### config.mk
export PLATFORM = sky130hd
export DESIGN_NAME = xbus_ctrl
export DESIGN_NICKNAME = d
export VERILOG_FILES = /design/src/rtl/xbus_pkg.sv /design/src/rtl/xbus_timing_regs.sv /design/src/rtl/xbus_first_track.sv /design/src/rtl/xbus_seq.sv /design/src/rtl/xbus_ctrl.sv
export SDC_FILE = /design/constraint.sdc
export NUM_CORES = 1
export LEC_CHECK = 0
export ABC_AREA = 0
export BUFFER_PORTS_ARGS = -buffer_cell sky130_fd_sc_hd__buf_2
export CAP_MARGIN = 15
export CORE_MARGIN = 4
export CORE_UTILIZATION = 59
export CTS_CLUSTER_SIZE = 28
export DETAILED_ROUTE_END_ITERATION = 8
export PLACE_DENSITY = 0.78
export SETUP_SLACK_MARGIN = 0.3
export SLEW_MARGIN = 15
export SYNTH_ARGS = -nofsm -noshare
export SYNTH_HDL_FRONTEND = slang
export SYNTH_HIERARCHICAL = 1
export SYNTH_SLANG_ARGS = --single-unit
### constraint.sdc
create_clock -name clk -period 16.5 [get_ports clk]
set_input_delay 1.65 -clock clk [delete_from_list [all_inputs] [get_ports clk]]
set_output_delay 1.65 -clock clk [all_outputs]
set_load 0.02 [all_outputs]
### src/rtl/xbus_pkg.sv
package xbus_pkg;

  localparam int CNT_W = 9;

  localparam logic [3:0] FLD_RD_WAIT   = 4'd0;
  localparam logic [3:0] FLD_WR_WAIT   = 4'd1;
  localparam logic [3:0] FLD_RD_FIRST  = 4'd2;
  localparam logic [3:0] FLD_WR_FIRST  = 4'd3;
  localparam logic [3:0] FLD_RECOV     = 4'd4;
  localparam logic [3:0] FLD_WR_HOLD   = 4'd5;
  localparam logic [3:0] FLD_RD_HOLD   = 4'd6;
  localparam logic [3:0] FLD_ADV_OE    = 4'd7;
  localparam logic [3:0] FLD_ADDR_HOLD = 4'd8;

  typedef struct packed {
    logic [3:0] rd_wait;
    logic [3:0] wr_wait;
    logic [7:0] rd_first;
    logic [7:0] wr_first;
    logic [3:0] recov;
    logic [3:0] wr_hold;
    logic [3:0] rd_hold;
    logic [1:0] adv_oe;
    logic       addr_hold;
  } cs_timing_t;

  typedef enum logic [2:0] {
    ST_IDLE, ST_RECOV, ST_SETUP, ST_STROBE, ST_WHOLD
  } seq_state_e;

  // cycles from chip select low to output enable low on a read
  function automatic logic [CNT_W-1:0] setup_cycles(cs_timing_t t);
    logic [CNT_W-1:0] a;
    logic [CNT_W-1:0] b;
    a = CNT_W'(t.rd_hold);
    b = CNT_W'(t.adv_oe);
    return ((a > b) ? a : b) + CNT_W'(t.addr_hold);
  endfunction

  // strobe width: wait states plus one, plus first-access latency when flagged
  function automatic logic [CNT_W-1:0] strobe_cycles(logic [3:0] wait_st,
                                                     logic [7:0] first_lat,
                                                     logic       is_first);
    return CNT_W'(wait_st) + CNT_W'(1) + (is_first ? CNT_W'(first_lat) : CNT_W'(0));
  endfunction

  // turnaround gap, never shorter than one cycle
  function automatic logic [CNT_W-1:0] recov_cycles(logic [3:0] r);
    return (r == 4'd0) ? CNT_W'(1) : CNT_W'(r);
  endfunction

  function automatic logic [CNT_W-1:0] hold_cycles(logic [3:0] h);
    return CNT_W'(h) + CNT_W'(1);
  endfunction

endpackage

### src/rtl/xbus_timing_regs.sv
module xbus_timing_regs
  import xbus_pkg::*;
#(
  parameter int NUM_CS = 6,
  parameter int CS_W   = 3
) (
  input  logic            clk,
  input  logic            rst_n,
  input  logic            cfg_we,
  input  logic [CS_W-1:0] cfg_cs,
  input  logic [3:0]      cfg_field,
  input  logic [7:0]      cfg_value,
  input  logic [CS_W-1:0] look_idx,
  output cs_timing_t      look_cfg
);

  cs_timing_t tim [NUM_CS];

  for (genvar g = 0; g < NUM_CS; g++) begin : g_cs
    cs_timing_t r;
    wire hit = cfg_we && (cfg_cs == CS_W'(g));
    always_ff @(posedge clk or negedge rst_n) begin
      if (!rst_n) begin
        r <= '0;
      end else if (hit) begin
        case (cfg_field)
          FLD_RD_WAIT:   r.rd_wait   <= cfg_value[3:0];
          FLD_WR_WAIT:   r.wr_wait   <= cfg_value[3:0];
          FLD_RD_FIRST:  r.rd_first  <= cfg_value;
          FLD_WR_FIRST:  r.wr_first  <= cfg_value;
          FLD_RECOV:     r.recov     <= cfg_value[3:0];
          FLD_WR_HOLD:   r.wr_hold   <= cfg_value[3:0];
          FLD_RD_HOLD:   r.rd_hold   <= cfg_value[3:0];
          FLD_ADV_OE:    r.adv_oe    <= cfg_value[1:0];
          FLD_ADDR_HOLD: r.addr_hold <= cfg_value[0];
          default: ;
        endcase
      end
    end
    assign tim[g] = r;
  end

  always_comb begin
    look_cfg = '0;
    for (int i = 0; i < NUM_CS; i++)
      if (look_idx == CS_W'(i)) look_cfg = tim[i];
  end

endmodule

### src/rtl/xbus_first_track.sv
module xbus_first_track #(
  parameter int NUM_CS = 6,
  parameter int CS_W   = 3
) (
  input  logic              clk,
  input  logic              rst_n,
  input  logic              done,
  input  logic [CS_W-1:0]   done_cs,
  output logic [NUM_CS-1:0] first_vec
);

  for (genvar g = 0; g < NUM_CS; g++) begin : g_flag
    always_ff @(posedge clk or negedge rst_n) begin
      if (!rst_n)    first_vec[g] <= 1'b1;
      else if (done) first_vec[g] <= (done_cs != CS_W'(g));
    end
  end

  AST_FIRST_CLEARED: assert property (@(posedge clk) disable iff (!rst_n)
    done |=> !first_vec[$past(done_cs)]);

endmodule

### src/rtl/xbus_seq.sv
module xbus_seq
  import xbus_pkg::*;
#(
  parameter int NUM_CS = 6,
  parameter int CS_W   = 3,
  parameter int ADDR_W = 9,
  parameter int DATA_W = 16
) (
  input  logic              clk,
  input  logic              rst_n,
  input  logic              req_valid,
  output logic              req_ready,
  input  logic              req_write,
  input  logic [CS_W-1:0]   req_cs,
  input  logic [ADDR_W-1:0] req_addr,
  input  logic [DATA_W-1:0] req_wdata,
  output logic              rsp_valid,
  output logic [DATA_W-1:0] rsp_rdata,
  output logic [CS_W-1:0]   look_idx,
  input  cs_timing_t        look_cfg,
  input  logic [NUM_CS-1:0] first_vec,
  output logic              done,
  output logic [CS_W-1:0]   done_cs,
  output logic [NUM_CS-1:0] bus_cs_n,
  output logic [ADDR_W-1:0] bus_addr,
  output logic [DATA_W-1:0] bus_dout,
  output logic              bus_doe,
  input  logic [DATA_W-1:0] bus_din,
  output logic              bus_oe_n,
  output logic              bus_we_n,
  output logic              bus_adv_n
);

  seq_state_e        state;
  logic [CNT_W-1:0]  cnt;
  logic              cur_wr;
  logic [CS_W-1:0]   cur_cs;
  logic [ADDR_W-1:0] cur_addr;
  logic [DATA_W-1:0] cur_wdata;
  logic              adv_q;
  logic              last_rd;
  logic [CS_W-1:0]   last_cs;
  logic [3:0]        last_recov;

  // named events for the assertions
  wire idle      = (state == ST_IDLE);
  wire accept    = idle && req_valid;
  wire need_turn = last_rd && ((req_cs != last_cs) || req_write);
  wire active    = (state == ST_SETUP) || (state == ST_STROBE) || (state == ST_WHOLD);
  wire strobe_end = (state == ST_STROBE) && (cnt == '0);
  wire hold_end   = (state == ST_WHOLD) && (cnt == '0);

  assign look_idx = idle ? req_cs : cur_cs;
  wire act_wr     = idle ? req_write : cur_wr;

  logic act_first;
  always_comb begin
    act_first = 1'b0;
    for (int i = 0; i < NUM_CS; i++)
      if (look_idx == CS_W'(i)) act_first = first_vec[i];
  end

  wire [CNT_W-1:0] rd_setup  = setup_cycles(look_cfg);
  wire [CNT_W-1:0] rd_strobe = strobe_cycles(look_cfg.rd_wait, look_cfg.rd_first, act_first);
  wire [CNT_W-1:0] wr_strobe = strobe_cycles(look_cfg.wr_wait, look_cfg.wr_first, act_first);

  seq_state_e      start_state;
  logic [CNT_W-1:0] start_cnt;
  always_comb begin
    if (act_wr) begin
      start_state = ST_STROBE;
      start_cnt   = wr_strobe - CNT_W'(1);
    end else if (rd_setup != '0) begin
      start_state = ST_SETUP;
      start_cnt   = rd_setup - CNT_W'(1);
    end else begin
      start_state = ST_STROBE;
      start_cnt   = rd_strobe - CNT_W'(1);
    end
  end

  assign done    = (strobe_end && !cur_wr) || hold_end;
  assign done_cs = cur_cs;

  always_ff @(posedge clk or negedge rst_n) begin
    if (!rst_n) begin
      state      <= ST_IDLE;
      cnt        <= '0;
      cur_wr     <= 1'b0;
      cur_cs     <= '0;
      cur_addr   <= '0;
      cur_wdata  <= '0;
      adv_q      <= 1'b0;
      last_rd    <= 1'b0;
      last_cs    <= '0;
      last_recov <= '0;
      rsp_valid  <= 1'b0;
      rsp_rdata  <= '0;
    end else begin
      rsp_valid <= 1'b0;
      adv_q     <= 1'b0;
      if (done) begin
        last_rd    <= !cur_wr;
        last_cs    <= cur_cs;
        last_recov <= look_cfg.recov;
      end
      case (state)
        ST_IDLE: if (accept) begin
          cur_wr    <= req_write;
          cur_cs    <= req_cs;
          cur_addr  <= req_addr;
          cur_wdata <= req_wdata;
          if (need_turn) begin
            state <= ST_RECOV;
            cnt   <= recov_cycles(last_recov) - CNT_W'(1);
          end else begin
            state <= start_state;
            cnt   <= start_cnt;
            adv_q <= 1'b1;
          end
        end
        ST_RECOV: begin
          if (cnt == '0) begin
            state <= start_state;
            cnt   <= start_cnt;
            adv_q <= 1'b1;
          end else cnt <= cnt - CNT_W'(1);
        end
        ST_SETUP: begin
          if (cnt == '0) begin
            state <= ST_STROBE;
            cnt   <= rd_strobe - CNT_W'(1);
          end else cnt <= cnt - CNT_W'(1);
        end
        ST_STROBE: begin
          if (cnt == '0) begin
            if (cur_wr) begin
              state <= ST_WHOLD;
              cnt   <= hold_cycles(look_cfg.wr_hold) - CNT_W'(1);
            end else begin
              state     <= ST_IDLE;
              rsp_rdata <= bus_din;
              rsp_valid <= 1'b1;
            end
          end else cnt <= cnt - CNT_W'(1);
        end
        ST_WHOLD: begin
          if (cnt == '0) begin
            state     <= ST_IDLE;
            rsp_valid <= 1'b1;
          end else cnt <= cnt - CNT_W'(1);
        end
        default: state <= ST_IDLE;
      endcase
    end
  end

  assign req_ready = idle;
  for (genvar g = 0; g < NUM_CS; g++) begin : g_csn
    assign bus_cs_n[g] = !(active && (cur_cs == CS_W'(g)));
  end
  assign bus_addr  = cur_addr;
  assign bus_dout  = cur_wdata;
  assign bus_doe   = active && cur_wr;
  assign bus_oe_n  = !((state == ST_STROBE) && !cur_wr);
  assign bus_we_n  = !((state == ST_STROBE) && cur_wr);
  assign bus_adv_n = !adv_q;

  AST_ONE_CS: assert property (@(posedge clk) disable iff (!rst_n)
    $onehot0(~bus_cs_n));
  AST_BUSY_NOT_READY: assert property (@(posedge clk) disable iff (!rst_n)
    !(&bus_cs_n) |-> !req_ready);
  AST_DOE_NOT_ON_READ: assert property (@(posedge clk) disable iff (!rst_n)
    bus_doe |-> bus_oe_n);
  AST_RECOV_QUIET: assert property (@(posedge clk) disable iff (!rst_n)
    (state == ST_RECOV) |-> ((&bus_cs_n) && !bus_doe));
  AST_ADV_SINGLE: assert property (@(posedge clk) disable iff (!rst_n)
    !bus_adv_n |=> bus_adv_n);
  AST_RSP_PULSE: assert property (@(posedge clk) disable iff (!rst_n)
    rsp_valid |=> !rsp_valid);
  AST_WHOLD_DRIVE: assert property (@(posedge clk) disable iff (!rst_n)
    (state == ST_WHOLD) |-> (bus_we_n && bus_doe && !(&bus_cs_n)));

endmodule

### src/rtl/xbus_ctrl.sv
module xbus_ctrl
  import xbus_pkg::*;
#(
  parameter int NUM_CS = 6,
  parameter int CS_W   = 3,
  parameter int ADDR_W = 9,
  parameter int DATA_W = 16
) (
  input  logic              clk,
  input  logic              rst_n,
  input  logic              req_valid,
  output logic              req_ready,
  input  logic              req_write,
  input  logic [CS_W-1:0]   req_cs,
  input  logic [ADDR_W-1:0] req_addr,
  input  logic [DATA_W-1:0] req_wdata,
  output logic              rsp_valid,
  output logic [DATA_W-1:0] rsp_rdata,
  input  logic              cfg_we,
  input  logic [CS_W-1:0]   cfg_cs,
  input  logic [3:0]        cfg_field,
  input  logic [7:0]        cfg_value,
  output logic [NUM_CS-1:0] bus_cs_n,
  output logic [ADDR_W-1:0] bus_addr,
  output logic [DATA_W-1:0] bus_dout,
  output logic              bus_doe,
  input  logic [DATA_W-1:0] bus_din,
  output logic              bus_oe_n,
  output logic              bus_we_n,
  output logic              bus_adv_n
);

  logic [CS_W-1:0]   look_idx;
  cs_timing_t        look_cfg;
  logic [NUM_CS-1:0] first_vec;
  logic              done;
  logic [CS_W-1:0]   done_cs;

  xbus_timing_regs #(.NUM_CS(NUM_CS), .CS_W(CS_W)) u_regs (
    .clk(clk), .rst_n(rst_n),
    .cfg_we(cfg_we), .cfg_cs(cfg_cs), .cfg_field(cfg_field), .cfg_value(cfg_value),
    .look_idx(look_idx), .look_cfg(look_cfg)
  );

  xbus_first_track #(.NUM_CS(NUM_CS), .CS_W(CS_W)) u_first (
    .clk(clk), .rst_n(rst_n), .done(done), .done_cs(done_cs), .first_vec(first_vec)
  );

  xbus_seq #(.NUM_CS(NUM_CS), .CS_W(CS_W), .ADDR_W(ADDR_W), .DATA_W(DATA_W)) u_seq (
    .clk(clk), .rst_n(rst_n),
    .req_valid(req_valid), .req_ready(req_ready), .req_write(req_write),
    .req_cs(req_cs), .req_addr(req_addr), .req_wdata(req_wdata),
    .rsp_valid(rsp_valid), .rsp_rdata(rsp_rdata),
    .look_idx(look_idx), .look_cfg(look_cfg), .first_vec(first_vec),
    .done(done), .done_cs(done_cs),
    .bus_cs_n(bus_cs_n), .bus_addr(bus_addr), .bus_dout(bus_dout), .bus_doe(bus_doe),
    .bus_din(bus_din), .bus_oe_n(bus_oe_n), .bus_we_n(bus_we_n), .bus_adv_n(bus_adv_n)
  );

endmodule

After elaboration in Yosys (flattened, before gate mapping)

Index checks and enable logic that the tools add are counted.

Output and inout port bits: 53
Flip-flop bits (word level): 307
Input port bits: 64
Word-level logic and storage cells: 273

Reduce and logical (&&, ||, !) cells: 102
Bitwise logic cells: 1
Magnitude comparators: 1
Muxes and demuxes: 45
Add/subtract/negate cells: 12
Eq/ne operators: 40

Operator list:

| operator              | count |
|---|---|
| $mux W39              | 6 |
| $reduce_and A2 Y1     | 55 |
| $mux W9               | 9 |
| $sub A9 B1 Y9 const B | 6 |
| $pmux W9 S5           | 1 |
| $mux W3               | 9 |
| $eq A3 B2 Y1 const B  | 8 |
| $eq A3 B3 Y1 const B  | 7 |
| $logic_and A1 B1 Y1   | 20 |
| $add A9 B9 Y9         | 2 |
| $eq A4 B3 Y1 const B  | 4 |
| $mux W8               | 2 |
| $add A4 B1 Y5 const B | 3 |
| $pmux W3 S5           | 1 |
| $mux W1               | 13 |
| $eq A3 B1 Y1 const B  | 4 |
| $logic_not A3 Y1      | 4 |
| $logic_not A1 Y1      | 10 |
| $add A9 B1 Y9         | 1 |
| $logic_not A9 Y1      | 1 |
| $ne A3 B2 Y1 const B  | 3 |
| $reduce_bool A9 Y1    | 1 |
| $eq A4 B2 Y1 const B  | 2 |
| $logic_not A4 Y1      | 2 |
| other kinds (17)      | 27 |

Logic depth before layout (Yosys ltp)

Gate-level depths: netlist of run 1.

Depth after elaboration: 18
Gate-level depth with buffers: 27
Depth with buffers taken out: 24

Modules after synthesis

The synthesis of run 1 kept the hierarchy.

Modules (own cells, without submodules):

| module           | area each (um2) | sequential area each (um2) | cells each | instances |
|---|---|---|---|---|
| xbus_timing_regs | 10,862.9        | 5,855.6                    | 814        | 1 |
| xbus_seq         | 4,543.1         | 1,676.6                    | 536        | 1 |
| xbus_first_track | 255.2           | 157.7                      | 24         | 1 |

Worst setup path after synthesis of run 1

No wires, ideal clock.

Kind: input -> register
Start: input port req_cs[0]
End: register u_seq.cnt[1]
Path slack: 10,287 ps
Cell stages on the path: 23
Data required time: 16,417 ps
Arrival: 6,131 ps
Setup time: 83 ps
Path buffers: 4
Cell sequence: clkbuf_1 -> nand2_1 -> nand2_1 -> inv_1 -> clkbuf_1 -> buf_2 -> a221oi_1 -> ha_1 -> a21oi_1 -> a21oi_1 -> or3_1 -> mux2_2 -> ha_1 -> ha_1 -> inv_1 -> ha_1 -> buf_1 -> nor3b_1 -> mux2i_1 -> mux2i_1 -> o21ai_0 -> a31oi_1 -> o21ai_0

RTL lines:

| element              | line            | RTL |
|---|---|---|
| from (decl)          | xbus_ctrl.sv:14 | `input logic [CS_W-1:0] req_cs,` |
| to (signal assigned) | xbus_seq.sv:115 | `cnt <= recov_cycles(last_recov) - CNT_W'(1);` |
| to (signal assigned) | xbus_seq.sv:118 | `cnt <= start_cnt;` |
| to (signal assigned) | xbus_seq.sv:125 | `cnt <= start_cnt;` |
| to (decl)            | xbus_seq.sv:35  | `logic [CNT_W-1:0] cnt;` |

==> results of run 1 <==
==> area by class of cell <==
type	instances	area, um^2
sequential	307	7690
multi-input combinational	945	7500
clock inverter	10	93.8
inverter	19	71.3
fill	1923	8580
tap	335	419
timing repair buffer	133	738
clock buffer	49	967
==> metal layers <==
metal	vias to the layer above	global-route usage, %
met4	0	8.54
met3	91	4.83
met5	-	0
met2	423	42.3
met1	5794	35.1
li1	5207	-
==> power by group through the flow <==
| stage | Sequential, mW | Combinational [mW] | Clock [mW] |
|---|---|---|---|
| floorplan | 1.02 | 1.03 | 0 |
| global placement | 0.984 | 1.41 | 0 |
| detailed placement | 0.990 | 1.46 | 0 |
| CTS | 0.978 | 1.47 | 0.737 |
| global route | 0.998 | 1.62 | 0.770 |
| finish | 0.980 | 1.49 | 0.723 |
==> worst reg2reg max path, delay by kind of cell (launching register included) <==
family	cells	cell delay [ps]
AOI/OAI and AO/OA	7	1410
adders and majority gates	4	1230
buffers and inverters	1	70
DFF	1	620
muxes	4	1300
and+or+nand+nor	4	2370
==> worst paths after layout <==
| check | start | to | slack (ps) | cells past startpoint |
|---|---|---|---|---|
| worst min-delay path | u_seq/bus_dout[15] | u_seq/bus_dout[15] | 460 | 2 |
| worst max register to register | u_seq/state[1] | u_seq/cnt[1] | 9420 | 20 |
| max in group asynchronous | rst_n | u_regs/g_cs[4].r[26] | 13800 | 2 |
| min in group asynchronous | rst_n | u_seq/rsp_rdata[2] | 1230 | 1 |
| worst max-delay path | u_seq/state[1] | u_seq/cnt[1] | 9420 | 20 |
| worst min register to register | u_seq/bus_dout[15] | u_seq/bus_dout[15] | 460 | 2 |
==> metrics by stage <==
stage / instances / power, mW
2_1_floorplan: 1374 / 2.04
3_3_place_gp: 1738 / 2.40
3_5_place_dp: 1739 / 2.45
4_1_cts: 1798 / 3.18
5_1_grt: 1798 / 3.39
6_report: 1798 / 3.20
==> registers in the layout, indices dropped and copies added, names as in the netlist <==
register,cells
u_seq/cnt,9
u_first/first_vec,6
u_seq/done_cs,3
u_seq/rsp_rdata,16
u_seq/rsp_valid,1
u_seq/bus_dout,16
u_seq/last_rd,1
u_seq/adv_q,1
u_seq/bus_addr,9
u_seq/state,3
u_seq/cur_wr,1
u_seq/last_recov,4
u_regs/g_cs.r,234
u_seq/last_cs,3
==> placed cells by master, fill, tap and decap left out, drive strengths merged, types with 4 or more instances in the layout <==
cell,netlist,final
inv,19,21
o32ai,39,39
dfstp,6,6
a21oi,34,34
or3,6,6
o22ai,44,44
buf,32,133
and2,11,11
mux2,299,299
xor2,10,10
a211oi,10,10
o21ai,67,67
a221oi,40,40
ha,15,15
clkinv,0,7
nand2,174,174
nor2,44,44
nor4bb,4,4
nor4b,7,7
nor4,5,5
mux2i,17,17
a31oi,11,11
clkbuf,71,49
xnor2,10,10
nand3,10,10
a22oi,5,5
nor2b,9,9
nor3,11,11
nor3b,4,4
a21o,7,7
dfrtp,301,301
o31ai,5,5
==> kinds of logic (layout without fill, tap and decap cells) <==
family | Yosys count | in the layout | synth area share, %
XOR/XNOR | 20 | 20 | 1.12
AND/OR/NAND/NOR | 307 | 307 | 9.85
buffers and inverters | 122 | 211 | 3.25
adder cells (fa/ha/maj) | 17 | 17 | 1.45
flip-flops | 307 | 307 | 49.1
AO/OA/AOI/OAI | 285 | 285 | 12.5
multiplexers | 316 | 316 | 22.7
==> qor.csv, run 1 <==
stage,metric,value,unit
clocking,cts.htree.levels,2,
power,power_density,183,nW/um^2
setup_path,setup.worst_path.class,reg -> reg,
detailed_routing,vias,11500,
setup_path,path_delay_family,simple AND/OR/NAND/NOR gates,
sta,setup_total_negative_slack,0,ps
floorplan,rows,59,
place,dp_slack,9220,ps
finish,antennaDiodeCount,0,
setup_path,cp.required,16940,ps
detailed_routing,post-route-drc-count,0,
power,power.leakage,8.30,nW
synth,mappedNetlistArea,15700,um^2
clocking,post_cts.resized_instances,0,
detailed_routing,met2_length,18100,um
grt,first_global_vias,11600,
synth,synthFlopType,sky130_fd_sc_hd__dfrtp_1,
power,power_frac_comb,46.7,%
setup_path,worstPathBufferInverterCount,1,
detailed_routing,drt_iter0_markers,1124,
min_path,hold_crit_class,reg -> reg,
power,vdd.ir_drop.worst,134,uV
clocking,worst_skew_pair.late_latency,510,ps
power,total_switching_power,1.34,mW
grt,grt_max_degree,179,
sta,worst_pin_slew,1040,ps
floorplan,dieWidth,171,um
clocking,root_buffer,sky130_fd_sc_hd__clkbuf_16,
setup_path,critical_path.most_common_cell,sky130_fd_sc_hd__ha_1,
synth,avgSynthCellArea,11.4,um^2
clocking,cts_buffers,34,
floorplan,die_area,29200,um^2
grt,grt_remaining_overflow,0,
synth,synth_top_area_share,48.1,%
power,p_sw_share,41.8,%
synth,synthDistinctLibCells,76,
setup_path,cp-start-kind,register,
place,place.gp.congestion,0.925,
sta,max_clock_freq,141,MHz
synth,number_of_register_bits_inferred_by_synthesis,307,
power,cell_internal_pwr,1.86,mW
clocking,clkSinkCount,307,
synth,synth_most_common_cell,sky130_fd_sc_hd__dfrtp_1,
finish,num-nets-final,1521,
synth,yosys_warnings,6,
place,dp_hpwl,24300,um
finish,areaGrowthSynthToFinish,11.6,%
sta,setup-violations-final,0,
sta,layout_min_cycle_time,7080,ps
synth,synth_fp_nets,1455,
synth,ys_top_cells_by_area,"sky130_fd_sc_hd__dfrtp_1 48%, sky130_fd_sc_hd__mux2_2 20%, sky130_fd_sc_hd__nand2_1 4.0%",
power,clkPwrFrac,22.6,%
synth,synth_commonest_cells,"301 x sky130_fd_sc_hd__dfrtp_1, 281 x sky130_fd_sc_hd__mux2_2, 167 x sky130_fd_sc_hd__nand2_1, 70 x sky130_fd_sc_hd__clkbuf_1, 65 x sky130_fd_sc_hd__o21ai_0",
setup_path,critical_path.slowest_cell,sky130_fd_sc_hd__or2_2,
detailed_routing,highest_layer,met4,
setup_path,crit_chain,or3_1 > mux2_4 > or2_2 > o32ai_1 > a221oi_1 > ha_1 > a21oi_1 > a21oi_1 > or3_1 > mux2_2 > ha_1 > ha_1 > inv_1 > ha_1 > nor3b_1 > mux2i_1 > mux2i_1 > o21ai_0 > a31oi_1 > o21ai_0,
sta,drv_slew,0,
setup_path,critical_path_arrival,7520,ps
detailed_routing,number_of_optimization_iterations_in_the_first_detailed_route_pass,5,
place,io_buffers,116,
finish,drive_above_1_share,34.4,%
clocking,post-cts-setup-buffer-count,0,
sta,finalCritPeriodShare,42.9,%
detailed_routing,detail_route.wirelength,37800,um
floorplan,design.portCount,117,
setup_path,end_kind,register,
synth,synth_area_leader_cell,sky130_fd_sc_hd__dfrtp_1,
grt,grt_first_pass_wirelength,61200,um
detailed_routing,antenna_left,0,
detailed_routing,wl_met1,16100,um
clocking,cts.hold.buffers_added,0,
clocking,clk_pin_slew,60,ps
setup_path,critical_path_peak_fanout,45,
clocking,ctsLongestPathBuffers,3,
run,cap_viol_max_count,0,
sta,relative_slew_margins,30.5,%
power,sequentialPowerShare,30.6,%
sta,worst_clock_skew,15.7,ps
sta,final.setup.worst_slack,9420,ps
detailed_routing,wl_met3,2600,um
synth,syn-instance-count,1374,
sta,report.final.hold_viol_count,0,
synth,synth_edf_count,0,
finish,core_utilization_of_the_finished_layout,67.1,%
synth,yosysSeqAreaShare,49.1,%
detailed_routing,routed_wirelength_normalized_by_instance_count,21.0,um
finish,final_design_area_no_fill,17500,um^2
status,status,finished clean,
floorplan,fp.coreArea,26100,um^2
detailed_routing,via_per_inst,6.40,
grt,antenna_found_initial,0,
sta,rsz_0062_raised_after_global_routing,no,
floorplan,initial_core_utilization,60.1,%
floorplan,vertical_extent_of_the_die,171,um
grt,grtUsageTotal,25.8,%
clocking,cts_tree,built,
synth,async_reset_ff_share,100,%
sta,holdWs,465,ps
setup_path,crit_path_max_incr_delay,760,ps
place,placement.cell_area,16400,um^2
No activity file was read; power rests on OpenSTA's default activity.
==> run 2, diff against run 1 <==
- ABC_AREA: 0 -> 1
- PLACE_DENSITY: 0.78 -> 0.79
- clock period: 16.5 -> 6.65 ns (I/O delays scaled with it)
==> run 2 against run 1 <==
Effect of this change:
- global-route usage increased by 2.5 points
- count of clock-buffer cells in the layout decreased by 12
- core utilization increased by 0.26 points
- maximum frequency increased by 21%
- synthesized cell count increased by 37%
- combinational power increased by 100%
- sequential power increased by 150%
- setup slack got worse by 8600 ps
- clock skew decreased by 7.2 ps
- power increased by 130%
- flip-flop and latch count unchanged
- critical path type unchanged
- largest power group unchanged
==> qor.csv, run 2 <==
stage,metric,value,unit,change
status,status,finished clean,,
sta,final.setup.worst_slack,797,ps,-8620 ps
place,place.gp.congestion,0.918,,-0.70%
finish,areaGrowthSynthToFinish,12.5,%,
synth,ys_top_cells_by_area,"sky130_fd_sc_hd__dfrtp_1 50%, sky130_fd_sc_hd__nand2_1 16%, sky130_fd_sc_hd__o21ai_0 8.7%",,
detailed_routing,number_of_optimization_iterations_in_the_first_detailed_route_pass,6,,+1
floorplan,dieWidth,168,um,-2.0%
synth,number_of_register_bits_inferred_by_synthesis,307,,unchanged
place,io_buffers,116,,unchanged
finish,most_common_cell_after_layout_fill_and_taps_aside,sky130_fd_sc_hd__nand2_1,,
synth,synth_commonest_cells,"632 x sky130_fd_sc_hd__nand2_1, 301 x sky130_fd_sc_hd__dfrtp_1, 262 x sky130_fd_sc_hd__o21ai_0, 132 x sky130_fd_sc_hd__inv_1, 131 x sky130_fd_sc_hd__nor2_1",,
synth,synth_area_in_compound_gates,11.2,%,-1.3 points
grt,grt_first_pass_wirelength,65800,um,+7.4%
synth,synth_top_area_share,50.1,%,+2.0 points
setup_path,critical_path.most_common_cell,sky130_fd_sc_hd__nand2_1,,
synth,avgSynthCellArea,7.99,um^2,-30%
place,dp_hpwl,26000,um,+7.0%
detailed_routing,drt_iter0_markers,1604,,+43%
clocking,cts_tree,built,,
finish,most-common-layout-cells,"632 x sky130_fd_sc_hd__nand2_1, 301 x sky130_fd_sc_hd__dfrtp_1, 262 x sky130_fd_sc_hd__o21ai_0, 130 x sky130_fd_sc_hd__nor2_1, 130 x sky130_fd_sc_hd__inv_1",,
grt,grt_max_degree,142,,-21%
run,cap_viol_max_count,0,,unchanged
power,power.leakage,7.98,nW,-3.9%
synth,syn-instance-count,1881,,+37%
synth,synth_simple_gate_area_share,27.4,%,+18 points
synth,synth_most_common_cell,sky130_fd_sc_hd__nand2_1,,
synth,synthDistinctLibCells,44,,-42%
detailed_routing,via_per_inst,5.81,,-9.3%
sta,setup_total_negative_slack,0,ps,unchanged
setup_path,worstPathBufferInverterCount,6,,+5
sta,finalCritPeriodShare,88.0,%,+45 points
grt,first_global_vias,13100,,+12%
power,cell_internal_pwr,4.25,mW,+130%
setup_path,critical_path_origin,u_seq/state[2],,
setup_path,crit_path_max_incr_delay,440,ps,-320 ps
finish,final_design_area_no_fill,16900,um^2,-3.3%
detailed_routing,post-route-drc-count,0,,unchanged
clocking,worst_skew_pair.late_latency,570,ps,+60 ps
setup_path,end_kind,register,,
detailed_routing,routed_wirelength_normalized_by_instance_count,17.3,um,-17%
power,power_density,433,nW/um^2,+140%
sta,worst_pin_slew,1250,ps,+209 ps
synth,async_reset_ff_share,100,%,unchanged
clocking,clk_pin_slew,60,ps,about the same
clocking,root_buffer,sky130_fd_sc_hd__clkbuf_16,,
power,total_switching_power,3.07,mW,+130%
synth,synth_fa_ha_area_share,1.52,%,+0.062 points
clocking,cts.hold.buffers_added,0,,unchanged
grt,grtUsageTotal,28.3,%,+2.5 points
finish,num-fill-cells,2097,,+9.0%
finish,footprint_of_the_multi_input_gates,6450,um^2,-14%
clocking,clkSinkCount,307,,unchanged
finish,antennaDiodeCount,0,,unchanged
clocking,cts.htree.levels,1,,-1
sta,setup-violations-final,0,,unchanged
finish,largest_register,u_regs/g_cs.r,,
synth,yosys_warnings,6,,unchanged
finish,seq_area,7690,um^2,unchanged
synth,synth_area_leader_cell,sky130_fd_sc_hd__dfrtp_1,,
power,vdd.ir_drop.worst,285,uV,+110%
grt,antenna_found_initial,0,,unchanged
synth,synthMuxAreaShare,1.87,%,-21 points
setup_path,critical_path.slowest_cell,sky130_fd_sc_hd__buf_4,,
sta,layout_min_cycle_time,5850,ps,-1230 ps
sta,rsz_0062_raised_after_global_routing,no,,
floorplan,design.portCount,117,,unchanged
clocking,cts_buffers,31,,-8.8%
detailed_routing,detail_route.wirelength,40100,um,+6.3%
setup_path,path_delay_family,simple AND/OR/NAND/NOR gates,,
synth,synth_fp_nets,1962,,+35%
sta,max_clock_freq,171,MHz,+21%
power,power_frac_comb,41.0,%,-5.7 points
floorplan,rows,58,,-1.7%
finish,drive_above_1_share,13.2,%,-21 points
floorplan,initial_core_utilization,59.8,%,-0.27 points
setup_path,setup.worst_path.class,reg -> reg,,
clocking,ctsLongestPathBuffers,3,,unchanged
setup_path,critical_path_arrival,6350,ps,-1170 ps
place,placement.cell_area,15800,um^2,-3.8%
setup_path,cp-start-kind,register,,
finish,num-nets-final,2042,,+34%
sta,relative_slew_margins,15.9,%,-15 points
synth,synth_edf_count,0,,unchanged
synth,yosysSeqAreaShare,51.2,%,+2.1 points
power,clkPwrFrac,25.8,%,+3.2 points
setup_path,critical_path_peak_fanout,40,,-11%
setup_path,reg2reg_from,u_seq/state[2],,
floorplan,vertical_extent_of_the_die,168,um,-2.0%
min_path,hold_crit_class,in -> async,,
setup_path,cp.required,7150,ps,-9790 ps
power,sequentialPowerShare,33.1,%,+2.5 points
sta,drv_slew,0,,unchanged
synth,mappedNetlistArea,15000,um^2,-4.1%
finish,max_ffs_per_register,234,,unchanged
synth,synth_top_family_by_area,simple AND/OR/NAND/NOR gates,,
sta,report.final.hold_viol_count,0,,unchanged
place,dp_slack,805,ps,-8420 ps
synth,synth_xor_area_share,0.816,%,-0.30 points
detailed_routing,antenna_left,0,,unchanged
floorplan,fp.coreArea,25100,um^2,-3.6%
floorplan,die_area,28100,um^2,-3.9%
grt,grt_remaining_overflow,0,,unchanged
sta,worst_clock_skew,8.47,ps,-7.24 ps
detailed_routing,vias,13400,,+17%
clocking,post-cts-setup-buffer-count,0,,unchanged
power,p_sw_share,41.9,%,+0.14 points
synth,synthFlopType,sky130_fd_sc_hd__dfrtp_1,,
## run 2: cell types whose count changed in the layout (fill, tap and decap cells not counted), moves of 19 or more
cell,change
sky130_fd_sc_hd__nor2_1,+87
sky130_fd_sc_hd__inv_1,+114
sky130_fd_sc_hd__o32ai_1,-39
sky130_fd_sc_hd__nand3_1,+68
sky130_fd_sc_hd__mux2_2,-256
sky130_fd_sc_hd__a221oi_1,-39
sky130_fd_sc_hd__nand4_1,+86
sky130_fd_sc_hd__o21ai_1,+19
sky130_fd_sc_hd__nand2_1,+465
sky130_fd_sc_hd__o21ai_0,+197
sky130_fd_sc_hd__o22ai_1,-42
## run 2: cell type report
class                      count  area share, %
tap                          330           2.44
timing repair buffer         132           4.28
clock buffer                  37           5.02
sequential                   307           45.5
multi-input combinational   1351           38.1
clock inverter                20           1.58
inverter                     138           3.06
## run 2: kinds of logic after synthesis
family                     after synthesis
buffers and inverters                  223
AOI/OAI and AO/OA                      324
DFF                                    307
muxes                                   25
adders and majority gates               17
xor gates and xnor gates                14
and+or+nand+nor                        971
## run 2: power by group through the flow
| stage | logic (mW) | registers, mW | clock network [mW] |
|---|---|---|---|
| CTS | 2.94 | 2.42 | 1.92 |
| finish | 3.00 | 2.43 | 1.89 |
| global route | 3.30 | 2.47 | 2.00 |
| detailed placement | 2.92 | 2.45 | 0 |
| floorplan | 1.97 | 2.57 | 0 |
| global placement | 2.85 | 2.44 | 0 |
## run 2: worst paths after layout
check                                      endpoint  slack [ps]  cells past startpoint
worst max register to register         u_seq/cnt[8]         800                     29
worst min-delay path             u_seq/rsp_rdata[7]         100                      1
worst max-delay path                   u_seq/cnt[8]         800                     29
min in group clk                 u_seq/rsp_rdata[8]         300                      3
worst min register to register   u_seq/rsp_rdata[8]         470                      2
max in group asynchronous       u_regs/g_cs[1].r[3]        5270                      2
## run 2: stage by stage
stage | utilization [%] | hold WS, ps | cells | power, mW
3_3_place_gp | 62.9 | 448 | 2258 | 5.29
6_report | 67.3 | 95.2 | 2315 | 7.32
3_5_place_dp | 62.9 | 453 | 2258 | 5.37
5_1_grt | 67.3 | 192 | 2315 | 7.76
2_1_floorplan | - | 369 | 1881 | 4.54
4_1_cts | 67.3 | 152 | 2315 | 7.28
## run 2: what timing repair did
| item | in CTS | in global routing |
|---|---|---|
| endpoints found under the setup margin | 0 | 6 |
| endpoints found under the hold margin | 0 | 0 |
| gates resized for setup | 0 | 1 |
## run 2: metal layers
| metal | vias up | GRT usage [%] | share of wire (%) |
|---|---|---|---|
| met5 | - | 0 | 0 |
| li1 | 6321 | - | - |
| met2 | 533 | 46.1 | 47 |
| met3 | 110 | 3.73 | 6.7 |
| met4 | 0 | 11.8 | 4.2 |
| met1 | 6476 | 38.6 | 42 |
